## src/rtl/uart_mdrx_pkg.sv

```systemverilog
package uart_mdrx_pkg;

   localparam logic [2:0] PM_NONE = 3'd0;
   localparam logic [2:0] PM_ODD  = 3'd1;
   localparam logic [2:0] PM_EVEN = 3'd2;
   localparam logic [2:0] PM_ZERO = 3'd3;
   localparam logic [2:0] PM_ONE  = 3'd4;

   typedef struct packed {
      logic [8:0] data;
      logic       par_err;
      logic       frm_err;
      logic       brk;
   } rxchar_t;

   function automatic logic [3:0] wlen_bits(input logic [1:0] code);
      case (code)
         2'd0:    return 4'd7;
         2'd2:    return 4'd9;
         default: return 4'd8;
      endcase
   endfunction

endpackage

```

## src/rtl/mdrx_sampler.sv

```systemverilog
module mdrx_sampler
   import uart_mdrx_pkg::*;
#(
   parameter int OVS = 16
) (
   input  logic       clk,
   input  logic       rst_n,
   input  logic       run,
   input  logic       tick,
   input  logic       rxd,
   input  logic [1:0] wlen,
   input  logic [2:0] pmode,
   input  logic       stop2,
   output logic       done_o,
   output rxchar_t    char_o
);
   localparam int CW = $clog2(OVS);
   localparam logic [CW-1:0] HALF = CW'(OVS / 2 - 1);
   localparam logic [CW-1:0] FULL = CW'(OVS - 1);

   if (OVS < 4 || (OVS & (OVS - 1)) != 0) begin : g_bad_ovs
      $error("mdrx_sampler: OVS must be a power of two, at least 4");
   end

   typedef enum logic [2:0] {S_IDLE, S_START, S_DATA, S_PAR, S_STOP, S_BRKW} st_e;

   st_e           st;
   logic [CW-1:0] tcnt;
   logic [3:0]    bidx;
   logic [8:0]    shreg;
   logic          par_q, zero_q, stop_bad, stop_hi;
   logic [3:0]    nb;
   logic          last_data, last_stop, perr, brk_now;

   always_comb begin
      nb        = wlen_bits(wlen);
      last_data = (bidx == nb - 4'd1);
      last_stop = !stop2 || bidx[0];
      brk_now   = zero_q && !rxd && !stop_hi;
      case (pmode)
         PM_ODD:  perr = ~(^shreg ^ par_q);
         PM_EVEN: perr = ^shreg ^ par_q;
         PM_ZERO: perr = par_q;
         PM_ONE:  perr = ~par_q;
         default: perr = 1'b0;
      endcase
   end

   always_ff @(posedge clk or negedge rst_n) begin
      if (!rst_n) begin
         st       <= S_IDLE;
         tcnt     <= '0;
         bidx     <= '0;
         shreg    <= '0;
         par_q    <= 1'b0;
         zero_q   <= 1'b0;
         stop_bad <= 1'b0;
         stop_hi  <= 1'b0;
         done_o   <= 1'b0;
         char_o   <= '0;
      end else begin
         done_o <= 1'b0;
         if (!run) begin
            st <= S_IDLE;
         end else if (st == S_BRKW) begin
            if (rxd) st <= S_IDLE;
         end else if (tick) begin
            case (st)
               S_IDLE: if (!rxd) begin
                  st   <= S_START;
                  tcnt <= '0;
               end
               S_START: if (tcnt == HALF) begin
                  tcnt     <= '0;
                  bidx     <= '0;
                  shreg    <= '0;
                  par_q    <= 1'b0;
                  zero_q   <= 1'b1;
                  stop_bad <= 1'b0;
                  stop_hi  <= 1'b0;
                  st       <= rxd ? S_IDLE : S_DATA;
               end else tcnt <= tcnt + 1'b1;
               S_DATA: if (tcnt == FULL) begin
                  tcnt        <= '0;
                  shreg[bidx] <= rxd;
                  if (rxd) zero_q <= 1'b0;
                  if (last_data) begin
                     bidx <= '0;
                     st   <= (pmode == PM_NONE) ? S_STOP : S_PAR;
                  end else bidx <= bidx + 4'd1;
               end else tcnt <= tcnt + 1'b1;
               S_PAR: if (tcnt == FULL) begin
                  tcnt  <= '0;
                  par_q <= rxd;
                  if (rxd) zero_q <= 1'b0;
                  st    <= S_STOP;
               end else tcnt <= tcnt + 1'b1;
               S_STOP: if (tcnt == FULL) begin
                  tcnt <= '0;
                  if (last_stop) begin
                     done_o         <= 1'b1;
                     char_o.data    <= shreg;
                     char_o.par_err <= perr;
                     char_o.frm_err <= stop_bad || !rxd;
                     char_o.brk     <= brk_now;
                     st             <= brk_now ? S_BRKW : S_IDLE;
                  end else begin
                     bidx <= bidx + 4'd1;
                     if (rxd) stop_hi <= 1'b1;
                     else     stop_bad <= 1'b1;
                  end
               end else tcnt <= tcnt + 1'b1;
               default: st <= S_IDLE;
            endcase
         end
      end
   end
endmodule

```

## src/rtl/mdrx_filter.sv

```systemverilog
module mdrx_filter
   import uart_mdrx_pkg::*;
(
   input  logic       clk,
   input  logic       rst_n,
   input  logic       done,
   input  rxchar_t    char_i,
   input  logic       md_on,
   input  logic [7:0] addr,
   input  logic       fifo_full,
   output logic       push_valid,
   output logic [8:0] push_data,
   output logic       st_break,
   output logic       st_frame,
   output logic       st_parity,
   output logic       st_overrun
);
   logic match_q, is_addr, want;

   always_comb begin
      is_addr = md_on && char_i.data[8] && !char_i.brk;
      want    = !char_i.brk && (!md_on || (!char_i.data[8] && match_q));
   end

   always_ff @(posedge clk or negedge rst_n) begin
      if (!rst_n) begin
         match_q    <= 1'b0;
         push_valid <= 1'b0;
         push_data  <= '0;
         st_break   <= 1'b0;
         st_frame   <= 1'b0;
         st_parity  <= 1'b0;
         st_overrun <= 1'b0;
      end else begin
         push_valid <= 1'b0;
         if (!md_on) match_q <= 1'b0;
         if (done) begin
            st_break   <= char_i.brk;
            st_frame   <= char_i.frm_err;
            st_parity  <= char_i.par_err;
            st_overrun <= want && fifo_full;
            push_valid <= want && !fifo_full;
            push_data  <= md_on ? {1'b0, char_i.data[7:0]} : char_i.data;
            if (is_addr) match_q <= (char_i.data[7:0] == addr);
         end
      end
   end
endmodule

```

## src/rtl/mdrx_rts.sv

```systemverilog
module mdrx_rts #(
   parameter int LVL_W = 7,
   parameter int HYST  = 4
) (
   input  logic             clk,
   input  logic             rst_n,
   input  logic [LVL_W-1:0] level,
   input  logic [LVL_W-1:0] trig,
   output logic             rts_n
);
   localparam int EW = LVL_W + 1;

   if (HYST < 1 || HYST >= (1 << LVL_W)) begin : g_bad_hyst
      $error("mdrx_rts: HYST out of range for LVL_W");
   end

   logic [EW-1:0] lvl_e, trig_e;
   logic          at_trig, below_band;

   always_comb begin
      lvl_e      = {1'b0, level};
      trig_e     = {1'b0, trig};
      at_trig    = lvl_e >= trig_e;
      below_band = (lvl_e + EW'(HYST)) < trig_e;
   end

   always_ff @(posedge clk or negedge rst_n) begin
      if (!rst_n)          rts_n <= 1'b0;
      else if (at_trig)    rts_n <= 1'b1;
      else if (below_band) rts_n <= 1'b0;
   end
endmodule

```

## src/rtl/uart_mdrx_rx.sv

```systemverilog
module uart_mdrx_rx
   import uart_mdrx_pkg::*;
#(
   parameter int FIFO_DEPTH  = 64,
   parameter int OVS         = 16,
   parameter int SYNC_STAGES = 2,
   parameter int RTS_HYST    = 4,
   localparam int LVL_W      = $clog2(FIFO_DEPTH + 1)
) (
   input  logic             clk,
   input  logic             rst_n,
   input  logic             fifo_en,
   input  logic             rx_en,
   input  logic             ovs_tick,
   input  logic             rxd,
   input  logic [1:0]       cfg_wlen,
   input  logic [2:0]       cfg_parity,
   input  logic             cfg_stop2,
   input  logic             cfg_mdrop,
   input  logic [7:0]       cfg_addr,
   input  logic [LVL_W-1:0] fifo_level,
   input  logic             fifo_full,
   input  logic [LVL_W-1:0] rts_trig,
   output logic             push_valid,
   output logic [8:0]       push_data,
   output logic             rts_n,
   output logic             st_break,
   output logic             st_frame,
   output logic             st_parity,
   output logic             st_overrun
);
   if (FIFO_DEPTH < 8) begin : g_bad_depth
      $error("uart_mdrx_rx: FIFO_DEPTH must be at least 8");
   end
   if (SYNC_STAGES < 0 || SYNC_STAGES > 4) begin : g_bad_sync
      $error("uart_mdrx_rx: SYNC_STAGES must be 0..4");
   end

   logic    rxd_s, rx_en_q, run_q, md_on, done;
   rxchar_t rx_char;

   if (SYNC_STAGES == 0) begin : g_nosync
      assign rxd_s = rxd;
   end else if (SYNC_STAGES == 1) begin : g_sync1
      logic s1;
      always_ff @(posedge clk or negedge rst_n)
         if (!rst_n) s1 <= 1'b1;
         else        s1 <= rxd;
      assign rxd_s = s1;
   end else begin : g_syncn
      logic [SYNC_STAGES-1:0] sr;
      always_ff @(posedge clk or negedge rst_n)
         if (!rst_n) sr <= '1;
         else        sr <= {sr[SYNC_STAGES-2:0], rxd};
      assign rxd_s = sr[SYNC_STAGES-1];
   end

   always_ff @(posedge clk or negedge rst_n) begin
      if (!rst_n) begin
         rx_en_q <= 1'b0;
         run_q   <= 1'b0;
      end else begin
         rx_en_q <= rx_en;
         run_q   <= fifo_en && rx_en && (run_q || !rx_en_q);
      end
   end

   assign md_on = cfg_mdrop && (cfg_wlen == 2'd2);

   mdrx_sampler #(.OVS(OVS)) u_smp (
      .clk(clk), .rst_n(rst_n), .run(run_q), .tick(ovs_tick), .rxd(rxd_s),
      .wlen(cfg_wlen), .pmode(cfg_parity), .stop2(cfg_stop2),
      .done_o(done), .char_o(rx_char)
   );

   mdrx_filter u_flt (
      .clk(clk), .rst_n(rst_n), .done(done), .char_i(rx_char), .md_on(md_on),
      .addr(cfg_addr), .fifo_full(fifo_full),
      .push_valid(push_valid), .push_data(push_data),
      .st_break(st_break), .st_frame(st_frame), .st_parity(st_parity),
      .st_overrun(st_overrun)
   );

   mdrx_rts #(.LVL_W(LVL_W), .HYST(RTS_HYST)) u_rts (
      .clk(clk), .rst_n(rst_n), .level(fifo_level), .trig(rts_trig), .rts_n(rts_n)
   );
endmodule

```

## config.mk

```make
export PLATFORM = sky130hd
export DESIGN_NAME = uart_mdrx_rx
export DESIGN_NICKNAME = d
export VERILOG_FILES = /design/src/rtl/uart_mdrx_pkg.sv /design/src/rtl/mdrx_sampler.sv /design/src/rtl/mdrx_filter.sv /design/src/rtl/mdrx_rts.sv /design/src/rtl/uart_mdrx_rx.sv
export SDC_FILE = /design/constraint.sdc
export NUM_CORES = 1
export LEC_CHECK = 0
export ABC_AREA = 1
export BUFFER_PORTS_ARGS = -buffer_cell sky130_fd_sc_hd__buf_2
export CAP_MARGIN = 0
export CORE_ASPECT_RATIO = 1.25
export CORE_MARGIN = 3
export CORE_UTILIZATION = 40
export CTS_BUF_LIST = sky130_fd_sc_hd__clkbuf_8
export CTS_CLUSTER_DIAMETER = 30
export DETAILED_ROUTE_END_ITERATION = 10
export PLACE_DENSITY = 0.55
export SLEW_MARGIN = 20
export SYNTH_ARGS = -nofsm -noshare
export SYNTH_HDL_FRONTEND = slang
export SYNTH_SLANG_ARGS = --single-unit
```

## constraint.sdc

```tcl
create_clock -name clk -period 1.9 [get_ports clk]
set_input_delay 0.19 -clock clk [delete_from_list [all_inputs] [get_ports clk]]
set_output_delay 0.19 -clock clk [all_outputs]
set_load 0.02 [all_outputs]
```

==> results of run 1 <==
layer usage:
metal  share of wire, %  vias to the layer above  global-route usage, %  wire length, um
li1                   -                     1562                      -                -
met1                 46                     1356                   21.2             3540
met4                2.0                        0                   7.24              155
met2                 49                       54                   29.5             3720
met5                  0                        -                      0                0
met3                3.2                       15                   2.55              244
worst max path at each step:
stage,start,end,slack [ns],cells past startpoint
global placement,u_smp.tcnt[0],u_smp.bidx[2],0.14,10
CTS,u_smp.tcnt[0],u_smp.bidx[3],0.10,8
finish,u_smp.st[2],u_smp.st[1],0.17,10
floorplan,u_smp.tcnt[0],u_smp.char_o[0],0.32,9
detailed placement,u_smp.tcnt[0],u_smp.bidx[2],0.12,10
global route,u_smp.st[2],u_smp.st[1],0.003,10
power by group:
part,internal [W],total [W],switching [W],leakage (nW)
Combinational,0.000136,0.000354,0.000217,1.35
Clock,0.000710,0.00121,0.000501,0.105
Sequential,0.00125,0.00129,0.0000357,0.736
worst reg2reg max path, stage by stage, from the launching register on:
cell	delay [ns]
dfrtp_1	0.42
inv_2	0.11
nand2_2	0.07
nor2_1	0.27
buf_4	0.24
nand2_1	0.10
nand3_1	0.07
nand2_1	0.09
nand2_1	0.12
nand3_1	0.09
nand2_1	0.07
synth_stat cells (6+ instances only):
master   instances
xor2_1           7
nor3_1          10
inv_2            6
o21ai_0         24
a21oi_1         16
nand4_1          8
dfrtp_1         55
o31ai_1          9
ha_1            18
o21ai_2          6
nand2_1        122
nand3_1         26
nor2_1          37
inv_1           61
cell type report:
class                   count  area share [%]
flip-flops and latches     57            34.8
clock buffers              12            4.02
multi-input cells         317            42.7
repair buffers             59            8.22
clock inverters             4            1.22
inverters                  67            6.12
well taps                  97            2.95
through the flow:
step           std cells  utilization, %  power, W
6_report             613            49.6   0.00285
5_1_grt              613            49.6   0.00301
4_1_cts              612            49.1   0.00288
3_5_place_dp         593            46.1   0.00166
3_3_place_gp         593            46.1   0.00165
2_1_floorplan        447               -   0.00151
flip-flops by register name, summed over array words and instances, names as in the netlist:
| signal | flops |
|---|---|
| g_syncn.sr | 2 |
| u_flt.push_valid | 1 |
| u_smp.stop_hi | 1 |
| u_flt.st_overrun | 1 |
| u_smp.stop_bad | 1 |
| u_smp.bidx | 4 |
| u_smp.tcnt | 4 |
| u_flt.push_data | 9 |
| u_smp.done_o | 1 |
| u_smp.shreg | 9 |
| u_flt.match_q | 1 |
| rx_en_q | 1 |
| u_flt.st_break | 1 |
| u_rts.rts_n | 1 |
| u_flt.st_frame | 1 |
| u_smp.st | 3 |
| u_smp.char_o | 12 |
| u_smp.par_q | 1 |
| u_flt.st_parity | 1 |
| u_smp.zero_q | 1 |
| run_q | 1 |
what timing repair did:
item | 4_1_cts | 5_1_grt
hold endpoints to repair | 57 | 0
resized for setup | 0 | 9
endpoints found under the setup margin | 0 | 15
buffers inserted | 0 | 1
hold buffers | 3 | 0
cells by family after synthesis:
| kind of cell | Yosys count |
|---|---|
| AO/OA/AOI/OAI | 66 |
| XOR/XNOR | 12 |
| adder cells (fa/ha/maj) | 18 |
| buffers and inverters | 73 |
| flip-flops | 57 |
| AND/OR/NAND/NOR | 221 |
==> flow_summary.ini, run 1 <==
[worst_setup_path]
path_max_fanout = 11
worst_r2r_path_depth = 10
end_kind = register
max_stage_delay_ns = 0.42
rrSetupSlack_ns = 0.17
reg2reg_from = u_smp.st[2]
start_kind = register
crit_type = reg2reg
cpMostUsedCell = nand2_1
arrival_ns = 2.00
crit_required_ns = 2.17
cpMaxStageDelayCell = dfrtp_1
path_delay_family = simple AND/OR/NAND/NOR gates
critPathBufInv = 2
path_cells = inv_2 > nand2_2 > nor2_1 > buf_4 > nand2_1 > nand3_1 > nand2_1 > nand2_1 > nand3_1 > nand2_1
r2r_end = u_smp.st[1]

[floorplan]
boundaryPins = 51
start_util_pct = 41.5
fp.dieW_um = 88.9
fp.dieH_um = 110
fp.coreArea_um2 = 8290
fp-row-count = 37
die_area_um2 = 9750

[sta]
fin_crit_ns = 1.73
finClkSkew_ns = 0.0107
relSlewSlack_pct = 72.2
slew_viol_final = 0
tightestPinTransition_ns = 0.413
rsz0062_at_grt = false
setup_slack_ns = 0.173
fmax_ghz = 0.579
timing.hold.ws_ns = 0.0184
hold_viol_final = 0
setup_tns_ns = 0
fin_crit_sh_pct = 90.9
setup_viol = 0

[yosys]
synth_edf_count = 0
synth_compound_area_share_pct = 11.7
yosys.area.top_type = dfrtp_1
synth_top_family_by_area = simple AND/OR/NAND/NOR gates
synth_top_area_share_pct = 40.0
ys_seq_area_share_pct = 41.6
synthFlopType = dfrtp_1
yosys_warnings = 0
netlist_instances = 447
postSynthAreaPerCell_um2 = 7.69
async_reset_ff_share_pct = 100
netlist_area_um2 = 3440
ys_ff_latch = 57
yosysUniqueCellTypes = 38
synthXorXnorAreaFrac_pct = 3.06
synth_nets = 501
synth-simple-area-share_pct = 28.8
synthMuxAreaShare_pct = 0
synth_adder_area_share_pct = 6.55
ys_top_cells_by_area = dfrtp_1 40%, nand2_1 13%, inv_1 6.7%, ha_1 6.6%, nor2_1 4.0%

[routing]
dr.pass1.iters = 4
initialDrtViolationCount = 95
post_drt_wl_per_cell_um = 12.5
ant_nets = 0
vias = 2987
vias_per_cell = 4.87
drc_errors = 0
drt_wl_total_um = 7660

[cells_and_area]
diodes = 0
area.growth.synth_to_final_pct = 19.6
layout-drive-gt1-share_pct = 21.3
nFillCells = 844
design_area_um2 = 4110
multi_input_area_um2 = 1760
mostFrequentLayoutCells = 121 x nand2_1, 61 x inv_1, 55 x dfrtp_1
seqCellArea_um2 = 1430
final_nets = 565
layout_commonest_cell = nand2_1

[placed_design]
port_buffers = 50
dp_hpwl_um = 5880
pre_cts_slack_ns = 0.116
placed_area_um2 = 3820
place.gp.congestion = 0.839

[cts]
htree_levels = 3
cts.sinks = 57
cts_tree = built
cts-buffers-inserted = 9
clk_pin_slew_ns = 0.07
cts-root-buf = clkbuf_8
clock_latency_ns = 0.34
clock_path_buffers = 2

[power]
p_leak_nw = 2.19
p_per_area_nw_per_um2 = 694
ir_drop_uv = 351

[global_route]
grt_max_degree = 58
grt_overflow = 0
grt_use_total_pct = 17.2
antenna_found_initial = 0
grt_pass1_vias = 2909
grt_pass1_wl_um = 13100

[worst_hold_path]
holdPathEnd = u_flt.push_valid
hp-class = in2reg
hold_path_depth = 2
min_from = fifo_full

[run_status]
status = finished, final reports clean

[job]
cap_viol_max_count = 0
Power figures use the tool's default switching activity.
==> run 2: changes to the inputs <==
--- a/config.mk
+++ b/config.mk
@@ -5,7 +5,6 @@
 export SDC_FILE = /design/constraint.sdc
 export NUM_CORES = 1
 export LEC_CHECK = 0
-export ABC_AREA = 1
 export BUFFER_PORTS_ARGS = -buffer_cell sky130_fd_sc_hd__buf_2
 export CAP_MARGIN = 0
 export CORE_ASPECT_RATIO = 1.25
@@ -14,7 +13,7 @@
 export CTS_BUF_LIST = sky130_fd_sc_hd__clkbuf_8
 export CTS_CLUSTER_DIAMETER = 30
 export DETAILED_ROUTE_END_ITERATION = 10
-export PLACE_DENSITY = 0.55
+export PLACE_DENSITY = 0.56
 export SLEW_MARGIN = 20
 export SYNTH_ARGS = -nofsm -noshare
 export SYNTH_HDL_FRONTEND = slang
==> constraint.sdc (replaced) <==
create_clock -name clk -period 1.9 [get_ports clk]
set_input_delay 0.19 -clock clk [delete_from_list [all_inputs] [get_ports clk]]
set_output_delay 0.19 -clock clk [all_outputs]
set_load 0.01 [all_outputs]
==> flow_summary.ini, run 2 <==
[run_status]
status = finished with violations
violations = negative setup slack

[cells_and_area]
layout_commonest_cell = dfrtp_1
mostFrequentLayoutCells = 53 x dfrtp_1, 50 x buf_2, 40 x nand2_1
fin_util_pct = 54.0
area.growth.synth_to_final_pct = 29.4
fin_cells = 532
nFillCells = 741
final_nets = 488
largest_registers = u_smp.char_o: 12 flops, u_flt.push_data: 9 flops, u_smp.shreg: 9 flops
multi_input_area_um2 = 1820
top_register = u_smp.char_o
layout-drive-gt1-share_pct = 33.4
diodes = 0
seqCellArea_um2 = 1430
largest_reg_flops = 12

[yosys]
yosysUniqueCellTypes = 52
yosysMostFrequentCell = dfrtp_1
synth_edf_count = 0
synth_commonest_cells = 55 x dfrtp_1, 40 x nand2_1, 22 x a21oi_1
yosys.area.top_type = dfrtp_1
postSynthAreaPerCell_um2 = 9.57
yosys_warnings = 0
netlist_instances = 344
ys_top_cells_by_area = dfrtp_1 42%, ha_1 6.8%, xnor2_1 4.8%, nand2_1 4.6%, mux2_2 4.1%
netlist_area_um2 = 3290
async_reset_ff_share_pct = 100
ys_ff_latch = 57
synth_top_area_share_pct = 41.8
synthFlopType = dfrtp_1
ys_seq_area_share_pct = 43.4
synth_nets = 398

[worst_setup_path]
path_max_fanout = 5
crit_type = reg2reg
r2r_end = u_smp.st[0]
critPathCapture = u_smp.st[0]
arrival_ns = 2.22
worst_r2r_path_depth = 7
end_kind = register
start_kind = register
cp-startpoint = u_smp.bidx[0]
crit_required_ns = 2.17
reg2reg_from = u_smp.bidx[0]
rrSetupSlack_ns = -0.05

[floorplan]
fp.dieW_um = 87.1
fp.coreArea_um2 = 7880
fp.dieH_um = 107
boundaryPins = 51
fp-row-count = 36
start_util_pct = 41.7
die_area_um2 = 9360

[global_route]
antenna_found_initial = 0
grt_use_total_pct = 15.9
grt_pass1_vias = 2655
grt_max_degree = 35
grt_pass1_wl_um = 11800
grt_overflow = 0

[sta]
tightestPinTransition_ns = 0.599
setup_viol = 2
slew_viol_final = 0
relSlewSlack_pct = 60.1
finClkSkew_ns = 0.00682
fin_crit_sh_pct = 103
fin_crit_ns = 1.95
fmax_ghz = 0.512
setup_slack_ns = -0.0539
rsz0062_at_grt = true
hold_viol_final = 0

[power]
p_per_area_nw_per_um2 = 619
ir_drop_uv = 364
p_leak_nw = 2.13
fin_total_pwr_w = 0.00264

[cts]
cts_tree = built
cts-root-buf = clkbuf_8
htree_levels = 3
clk_pin_slew_ns = 0.06
clock_latency_ns = 0.34
cts-buffers-inserted = 9
cts.sinks = 57
clock_path_buffers = 2

[placed_design]
port_buffers = 50
dpl.cell_count = 512
dp_hpwl_um = 5320
place.gp.congestion = 0.837

[routing]
drc_errors = 0
initialDrtViolationCount = 84
wl_met3_um = 328
met1Wirelength_um = 3120
dr.pass1.iters = 4
vias = 2684
drt_wl_total_um = 6940
vias_per_cell = 5.05
ant_nets = 0
dr.max_layer_used = met4
post_drt_wl_per_cell_um = 13.0
routed-wl-met2_um = 3360

[job]
cap_viol_max_count = 0

[worst_hold_path]
hp-class = in2reg
min_from = fifo_full
## run 2: cell types whose count changed in the layout (fill, tap and decap cells not counted), sizes merged, moves of 17 or more
cell,change
inv,-47
nor2,-25
mux2,+20
nand2,-86
nand3,-17
buf,+34
## run 2: cell families (layout without fill, tap and decap cells)
family | after synthesis | count (layout) | synth area share [%]
muxes | 23 | 23 | 7.76
xor gates and xnor gates | 23 | 23 | 6.54
and+or+nand+nor | 110 | 110 | 17.0
DFF | 57 | 57 | 43.4
AOI/OAI and AO/OA | 79 | 79 | 14.3
adders and majority gates | 18 | 18 | 6.84
buffers and inverters | 34 | 127 | 4.11
## run 2: timing repair
action	CTS	global route
hold endpoints to repair	25	0
pin swaps	4	6
hold buffers	3	0
resized for setup	4	21
setup buffers	1	2
endpoints found under the setup margin	13	26
## run 2: layer usage
metal	global-route usage, %	vias to the layer above
met5	0	-
met4	6.14	0
met3	4.67	13
met2	26.3	58
met1	19.3	1234
li1	-	1379
## run 2: critical path, cell delays in order, from the launching register on
cell and delay, ns:
dfrtp_1 0.38, or3_1 0.31, a211o_1 0.29, nand3_2 0.08, a41oi_2 0.08, a211o_1 0.29, or3_1 0.34, a21oi_2 0.13
## run 2: report_power, final
part	leakage, nW	switching, W	internal, W
clock	0.101	0.000464	0.000698
sequential	0.740	0.00000836	0.00123
combinational	1.29	0.000124	0.000111
total	2.13	0.000596	0.00204
## run 2: worst min path at each step
stage	to	depth (start not counted)	slack, ns
finish	u_flt.push_valid	2	0.03
global route	u_flt.push_valid	2	0.008
CTS	u_flt.push_valid	2	0.009
detailed placement	u_flt.push_data[5]	1	0.22
global placement	u_flt.push_data[7]	1	0.22
floorplan	run_q	0	-0.11
## run 2: cell type report
class	instances	share of cell area, %
multi-input combinational	253	42.8
sequential	57	33.6
timing repair buffer	93	14.2
clock buffer	12	3.88
tap	95	2.79
inverter	20	1.76
clock inverter	2	0.882
## run 2: per-stage QoR
stage	TNS [ns]	setup WS [ns]	instance area, um^2	hold slack [ns]
after global routing	-0.438	-0.136	4260	0.00773
final	-0.0927	-0.0539	4260	0.0301
after floorplan	-0.271	-0.0989	3300	-0.106
after global placement	-0.335	-0.0719	3910	0.217
after detailed placement	-0.311	-0.137	3910	0.219
after CTS	-0.266	-0.0436	4170	0.00936
==> run 3: changes to the inputs <==
==> constraint.sdc (replaced) <==
create_clock -name clk -period 1.9 [get_ports clk]
set_input_delay 0.38 -clock clk [delete_from_list [all_inputs] [get_ports clk]]
set_output_delay 0.38 -clock clk [all_outputs]
set_load 0.01 [all_outputs]
==> flow_summary.ini, run 3 (synthesis gave the netlist of run 2 again) <==
[routing]
initialDrtViolationCount = 69
vias_per_cell = 5.14
drc_errors = 0
ant_nets = 0
dr.pass1.iters = 4
drt_wl_total_um = 7080
vias = 2754
post_drt_wl_per_cell_um = 13.2

[cells_and_area]
final_nets = 490
fin_cells = 536
diodes = 0
layout_commonest_cell = dfrtp_1
top_register = u_smp.char_o
largest_reg_flops = 12
mostFrequentLayoutCells = 54 x dfrtp_1, 50 x buf_2, 41 x buf_4
layout-drive-gt1-share_pct = 33.3
area.growth.synth_to_final_pct = 29.4
largest_registers = u_smp.char_o: 12 flops, u_flt.push_data: 9 flops, u_smp.shreg: 9 flops
fin_util_pct = 54.0
nFillCells = 765

[placed_design]
dpl.cell_count = 516
dp_hpwl_um = 5410
pre_cts_slack_ns = -0.248
port_buffers = 50
place.gp.congestion = 0.842

[cts]
htree_levels = 3
cts-buffers-inserted = 9
clock_latency_ns = 0.34
hold_buffers = 0
cts-root-buf = clkbuf_8
clock_path_buffers = 2
clk_pin_slew_ns = 0.07
cts.sinks = 57
cts_tree = built

[floorplan]
fp.dieW_um = 87.1
die_area_um2 = 9360
fp.coreArea_um2 = 7880
start_util_pct = 41.7
boundaryPins = 51
fp-row-count = 36
fp.dieH_um = 107

[run_status]
status = finished, final reports clean

[power]
p_per_area_nw_per_um2 = 613
fin_total_pwr_w = 0.00261
ir_drop_uv = 460
p_leak_nw = 2.14

[job]
cap_viol_max_count = 0

[sta]
hold_viol_final = 0
slew_viol_final = 0
setup_tns_ns = 0
relSlewSlack_pct = 59.0
tightestPinTransition_ns = 0.615
finClkSkew_ns = 0.00749
rsz0062_at_grt = true
fmax_ghz = 0.528
setup_slack_ns = 0.00562
setup_viol = 0
fin_crit_ns = 1.89
fin_crit_sh_pct = 99.7

[worst_setup_path]
end_kind = register
crit_required_ns = 2.11
crit_type = reg2reg
arrival_ns = 2.11
cpMaxStageDelayCell = dfrtp_1
max_stage_delay_ns = 0.42
path_max_fanout = 11
start_kind = register
path_cells = or3b_1 > a21oi_2 > and3_1 > buf_12 > mux2_1

[global_route]
grt_pass1_vias = 2615
grt_use_total_pct = 16.1
grt_pass1_wl_um = 11900
grt_overflow = 0
antenna_found_initial = 0
grt_max_degree = 38

[worst_hold_path]
hp-class = in2async
[run 3: cell types whose count changed in the layout (fill, tap and decap cells not counted), sizes merged]
cell	change
inv	+1
clkinvlp	+1
clkinv	+2
clkbuf	-2
buf	+5
dlygate4sd3	-3
[run 3: cell type report]
type | count | area (um^2) | area share (%)
clock buffers | 10 | 138 | 3.23
clock inverters | 6 | 58.8 | 1.38
flip-flops and latches | 57 | 1430 | 33.6
well taps | 95 | 119 | 2.79
repair buffers | 95 | 621 | 14.6
multi-input cells | 253 | 1820 | 42.7
inverters | 20 | 75.1 | 1.76
[run 3: worst paths after layout]
path,startpoint,endpoint,slack [ns],depth (start not counted)
max,u_smp.st[1],u_smp.char_o[6],0.006,5
max reg2reg,u_smp.st[1],u_smp.char_o[6],0.006,5
min reg2reg,g_syncn.sr[0],g_syncn.sr[1],0.36,0
min,rst_n,u_smp.char_o[8],0.006,1
max in group asynchronous,rst_n,u_smp.char_o[1],1.32,2
min in group clk,rxd,g_syncn.sr[0],0.14,1
[run 3: worst max-delay path: cells and delay by family, from the launching register on]
family	cells	cell delay, ns
and+or+nand+nor	2	0.67
muxes	1	0.32
buffers and inverters	1	0.14
AOI/OAI and AO/OA	1	0.22
DFF	1	0.42
[run 3: per-layer routing]
layer / GRT usage (%) / vias up / wire length [um]
met1: 20.7 / 1303 / 3290
met5: 0 / - / 0
met4: 6.14 / 0 / 100
met3: 3.52 / 10 / 298
met2: 26.2 / 50 / 3390
li1: - / 1391 / -
[run 3: power breakdown]
part           switching, W  leakage, nW  internal [W]
logic              0.000124         1.29      0.000112
registers        0.00000865        0.741       0.00123
clock network      0.000505       0.0995      0.000631
[run 3: per-stage QoR]
stage               area (um^2)  hold WS (ns)
floorplan                  3300        0.0844
global placement           3940         0.346
detailed placement         3940         0.348
CTS                        4170        0.0114
global route               4260        0.0340
finish                     4260       0.00636
[run 3: repair_timing]
action / CTS / global route
pin swaps: 5 / 8
hold endpoints to repair: 0 / 0
resized for setup: 9 / 13
setup buffers: 0 / 4
setup endpoints to repair: 15 / 27
